File: src/rtl/cts_uart_tx.sv
module cts_uart_tx #(
  parameter int OVS = 16,
  parameter int DW  = 8
) (
  input  logic          clk,
  input  logic          rst_n,
  input  logic          tick,
  input  logic [DW-1:0] tx_data,
  input  logic          tx_valid,
  output logic          tx_ready,
  output logic          txd,
  input  logic          cts_n,
  input  logic          flow_en,
  input  logic          ext_en,
  input  logic          cts_ie,
  output logic          irq,
  output logic [7:0]    stat_code,
  input  logic          stat_rd
);
  localparam int FW = DW + 2;
  localparam int TW = (OVS > 1) ? $clog2(OVS) : 1;
  localparam int BW = $clog2(FW + 1);

  logic [FW-1:0] sh;
  logic [TW-1:0] tcnt;
  logic [BW-1:0] bcnt;
  logic          busy;
  logic          cts_s1, cts_s2, cts_q;
  logic          flag;
  logic          cts_rise;

  assign cts_rise  = cts_s2 & ~cts_q;
  assign tx_ready  = ~busy & ~(flow_en & cts_s2);
  assign txd       = busy ? sh[0] : 1'b1;
  assign irq       = flag;
  assign stat_code = {2'b00, flag, 5'b00000};

  always_ff @(posedge clk or negedge rst_n) begin
    if (!rst_n) begin
      cts_s1 <= 1'b0;
      cts_s2 <= 1'b0;
      cts_q  <= 1'b0;
    end else begin
      cts_s1 <= cts_n;
      cts_s2 <= cts_s1;
      cts_q  <= cts_s2;
    end
  end

  always_ff @(posedge clk or negedge rst_n) begin
    if (!rst_n) flag <= 1'b0;
    else if (cts_rise && cts_ie && ext_en) flag <= 1'b1;
    else if (stat_rd) flag <= 1'b0;
  end

  always_ff @(posedge clk or negedge rst_n) begin
    if (!rst_n) begin
      busy <= 1'b0;
      sh   <= '1;
      tcnt <= '0;
      bcnt <= '0;
    end else if (tx_valid && tx_ready) begin
      busy <= 1'b1;
      sh   <= {1'b1, tx_data, 1'b0};
      tcnt <= '0;
      bcnt <= '0;
    end else if (busy && tick) begin
      if (tcnt == TW'(OVS - 1)) begin
        tcnt <= '0;
        sh   <= {1'b1, sh[FW-1:1]};
        if (bcnt == BW'(FW - 1)) busy <= 1'b0;
        else bcnt <= bcnt + 1'b1;
      end else begin
        tcnt <= tcnt + 1'b1;
      end
    end
  end

  a_r3_busy_not_ready: assert property (@(posedge clk) disable iff (!rst_n)
    busy |-> !tx_ready);
  a_r2_idle_high: assert property (@(posedge clk) disable iff (!rst_n)
    !busy |-> txd);
  a_r6_full_frame: assert property (@(posedge clk) disable iff (!rst_n)
    $fell(busy) |-> ($past(bcnt) == BW'(FW - 1) && $past(tcnt) == TW'(OVS - 1)));
  a_r5_hold_off: assert property (@(posedge clk) disable iff (!rst_n)
    (flow_en && cts_s2 && !busy) |=> !busy);
  a_r8_irq_set: assert property (@(posedge clk) disable iff (!rst_n)
    (cts_rise && cts_ie && ext_en) |=> irq);
  a_r9_irq_hold: assert property (@(posedge clk) disable iff (!rst_n)
    (irq && !stat_rd) |=> irq);
endmodule

File: config.mk
export PLATFORM = sky130hd
export DESIGN_NAME = cts_uart_tx
export DESIGN_NICKNAME = d
export VERILOG_FILES = /design/src/rtl/cts_uart_tx.sv
export SDC_FILE = /design/constraint.sdc
export NUM_CORES = 1
export LEC_CHECK = 0
export BUFFER_PORTS_ARGS = -buffer_cell sky130_fd_sc_hd__buf_2
export CAP_MARGIN = 20
export CORE_ASPECT_RATIO = 1.2
export CORE_MARGIN = 2
export CORE_UTILIZATION = 55
export CTS_BUF_LIST = sky130_fd_sc_hd__clkbuf_16
export DETAILED_ROUTE_END_ITERATION = 8
export GPL_TIMING_DRIVEN = 0
export HOLD_SLACK_MARGIN = 0.05
export PLACE_DENSITY = 0.79
export SETUP_SLACK_MARGIN = 0.02
export SYNTH_ARGS = -nofsm -noshare
export SYNTH_HDL_FRONTEND = slang
export SYNTH_SLANG_ARGS = --single-unit
File: constraint.sdc
create_clock -name clk -period 3.6 [get_ports clk]
set_input_delay 0.18 -clock clk [delete_from_list [all_inputs] [get_ports clk]]
set_output_delay 0.18 -clock clk [all_outputs]
set_load 0.005 [all_outputs]
# Word-level counts from Yosys, hierarchy flattened
# Cells that the tools add are included.
word_totals:
  reg_bits: 23
  wordCells: 47
op_classes:
  add_sub_neg: 2
  n_eq_ne: 3
  muxes: 17
  bitwise: 6
  reduce_logical: 11
ops:
  columns: ["cell", "count"]
  rows:
  - ["10-bit 2-to-1 mux", 3]
  - ["4-bit 2-to-1 mux", 7]
  - ["4-bit by 1-bit adder with 4-bit output (second input constant)", 2]
  - ["4-bit == test (second input constant)", 2]
  - ["2-bit nonzero test", 4]
  - ["1-bit 2-to-1 mux", 7]
  - ["3-bit AND reduction", 2]
  - ["1-bit logical AND", 4]
  - ["1-bit AND", 3]
  - ["1-bit NOT", 3]
  - ["2-bit inequality test (second input constant)", 1]
  - ["2-bit AND reduction", 1]

# Longest topological paths before layout
depth:
  depth_word: 6
  mapped_depth: 5
  depth_no_buf: 5

# Worst setup path before layout
# No wires, ideal clock.
synth_path:
  kind: "flip-flop to flip-flop"
  from: "register tcnt[0]"
  to: "register bcnt[3]"
  setup_ns: 0.073
  t_arrival_ns: 1.335
  path_slack_ns: 2.192
  stages_incl_launch_ff: 5
  path_cell_list: "dfrtp_1 -> ha_1 -> nand3_2 -> or4_4 -> a21oi_2"
synth_via:
  elab_chain_len: 3
synth_rtl:
  columns: ["element", "line", "rtl"]
  rows:
  - ["from (decl)", "25", "logic [TW-1:0] tcnt;"]
  - ["from (signal assigned)", "74", "tcnt <= tcnt + 1'b1;"]
  - ["4-bit == test", "68", "if (tcnt == TW'(OVS - 1)) begin"]
  - ["2-bit nonzero test (no line)", null, null]
  - ["3-bit AND reduction (no line)", null, null]
  - ["to (signal assigned)", "72", "else bcnt <= bcnt + 1'b1;"]
  - ["to (decl)", "26", "logic [BW-1:0] bcnt;"]
# Every way passes these cells.
# A chain may end at the register's enable or synchronous reset.

# Final worst setup path
layout_path:
  from: "register busy"
  to: "output tx_ready"
layout_via:
  elab_chain_len: 2
layout_rtl:
  columns: ["element", "line", "rtl"]
  rows:
  - ["from (decl)", "27", "logic busy;"]
  - ["from (signal assigned)", "58", "busy <= 1'b0;"]
  - ["from (signal assigned)", "63", "busy <= 1'b1;"]
  - ["from (signal assigned)", "71", "if (bcnt == BW'(FW - 1)) busy <= 1'b0;"]
  - ["1-bit NOT", "33", "assign tx_ready = ~busy & ~(flow_en & cts_s2);"]
  - ["1-bit AND", "33", null]
  - ["to (decl)", "10", "output logic tx_ready,"]
# Every way passes these cells.

==> results.ini <==
[timing]
hold_violations = 0
maxSlewHeadroom = 0.641
setup_ws_ns = 2.06
fmax_mhz = 651
fin_setup_tns_ns = 0
fin_skew_ns = 0.000809
period_minus_slack_ns = 1.54
setup-violations-final = 0
worstMarginPinSlew_ns = 0.537
slew_viol_final = 0
finalCritPeriodShare = 0.426
whs_ns = 0.108
rsz0062_at_grt = false

[die]
num_io_pins = 28
rows = 18
initial_core_util = 0.569
dieHeight_um = 53.9
die_w_um = 45.6
dieArea_um2 = 2460
coreArea_um2 = 2000

[detailed_routing]
wl_met3_um = 90
wl_met2_um = 1250
highest-signal-layer = met4
drt-met1-wl_um = 1030
vias = 951
drt_iter0_markers = 14
avgViaCountPerCell = 5.63
wl_per_cell_um = 14.3
drc_errors = 0
drtPass1Iterations = 4
postRouteAntennaNets = 0
routed_wl_um = 2420

[clock_network]
clock-sinks = 22
cts-root-buf = clkbuf_16
cts-resized-gates = 0
numCtsBuffers = 3
clockBufferDepth = 2
clk_latency_ns = 0.25
htree_num_levels = 1
path_clk_slew_ns = 0.06
tritoncts = done

[synthesis]
seq_area_frac_synth = 0.492
synth.most_common_cell = nand3_1
async_flop_share = 1.00
synth_edf_count = 0
yosysTopAreaCell = dfrtp_1
syn_avg_cell_area_um2 = 9.67
syn_area_um2 = 1140
synth_area_leaders = dfrtp_1, dfstp_2, nand3_1
ys.flop_type = dfrtp_1
synth_seq_cells = 22
ys_top_cells_by_count = nand3_1, o21ai_0, dfrtp_1
synthDistinctLibCells = 30
yosys_warnings = 0
post-synth-top-area-fraction = 0.285
synth_cells = 118

[pwr]
p_per_area_nw_per_um2 = 544
p_int_uw = 543
seq_power_share = 0.498
swShare = 0.278
ir_worst_vdd_v = 0.000346
clockPowerShare = 0.314
p_leak_nw = 0.627
pwr-share-comb = 0.189
p_switching_uw = 209
p_total_uw = 753

[worst_hold_path]
worstHoldStart = stat_rd
min_to = irq
hold_depth = 2
hp-class = in2reg

[placement]
gp_congestion = 0.789
dp.cells = 163
dpl-instance-area_um2 = 1280
dp_worst_setup_slack_ns = 2.09
dp_hpwl_um = 1720
numPortBuffers = 19

[grt]
track_usage = 0.219
grt_remaining_overflow = 0
grt_max_degree = 23
grt_pass1_vias = 914
grt_pass1_wl_um = 3880
antenna_found_initial = 0

[final_layout]
final_util = 0.690
layout.nets = 170
fin_area_um2 = 1380
n_antenna_cell = 0
area_growth_pct = 21.2
fill_cells = 159
instances_no_fill = 169
drive_above_1_share = 0.315

[critical_path]
cp_max_fo = 9
cp.arrival_ns = 1.36
r2r_slack_ns = 2.08
reg2reg_depth = 4
r2r-end = bcnt[3]
critPathLaunchType = flip-flop
timing.rr.start = tcnt[0]
cp-end-kind = output pin
worstSetupPathType = reg2out
required_ns = 3.42

[flow_run]
drv_cap = 0

[outcome]
outcome = finished clean

## worst max-delay path by stage
stage / from / end / depth (start not counted)
after detailed placement: tcnt[0] / bcnt[3] / 4
after CTS: busy / tx_ready / 3
final: busy / tx_ready / 3
after global placement: tcnt[0] / bcnt[3] / 4
after global routing: tcnt[0] / sh[5] / 4
after floorplan: tcnt[0] / bcnt[3] / 4
## area by class of cell
cell class | instances | area, um2 | area share
Sequential cell | 22 | 562 | 0.406
Inverter | 4 | 15.0 | 0.0109
Timing Repair Buffer | 21 | 115 | 0.0833
Multi-Input combinational cell | 85 | 504 | 0.365
Clock buffer | 3 | 75.1 | 0.0543
Tap cell | 20 | 25.0 | 0.0181
Clock inverter | 1 | 3.75 | 0.00271
Buffer | 13 | 82.6 | 0.0597
## cells by family after synthesis
group	synth area share
AO/OA/AOI/OAI	0.163
XOR/XNOR	0.00768
adder cells (fa/ha/maj)	0.0329
buffers and inverters	0.0855
flip-flops	0.492
multiplexers	0.0263
other	0.00329
AND/OR/NAND/NOR	0.189
## per-layer routing
| metal | track usage | vias to the layer above |
|---|---|---|
| met5 | 0 | - |
| met4 | 0.103 | 0 |
| met3 | 0.0302 | 7 |
| met2 | 0.376 | 26 |
| met1 | 0.267 | 448 |
| li1 | - | 470 |
## flip-flops by register name, summed over array words and instances (netlist names)
name and flops:
sh 9, bcnt 4, tcnt 4, busy 1, cts_q 1, cts_s1 1
cts_s2 1, irq 1
## critical path, stage by stage (launching register included)
cell and delay (ns):
dfrtp_1 0.46, a21o_1 0.19, clkinv_1 0.24, buf_2 0.21
## timing repair
item                                   4_1_cts  5_1_grt
endpoints found under the hold margin       14        0
setup buffers                                0        0
hold buffers                                 2        0
## placed cells by master (no fill, tap or decap), drive strengths merged, types with 3 or more instances in the layout
cell type  instances
a21oi              7
buf               30
clkbuf             5
conb               7
dfrtp             13
dfstp              9
ha                 3
inv                3
mux2i              3
nand2              5
nand3             21
nor2               3
o211ai             7
o21ai             16
## power by group through the flow
stage	clock, mW	combinational [mW]	sequential [mW]
3_5_place_dp	0	0.137	0.377
5_1_grt	0.247	0.163	0.383
3_3_place_gp	0	0.128	0.372
4_1_cts	0.239	0.143	0.373
6_report	0.236	0.142	0.375
2_1_floorplan	0	0.0996	0.364
Note: power is estimated with default switching activity, not from simulation.
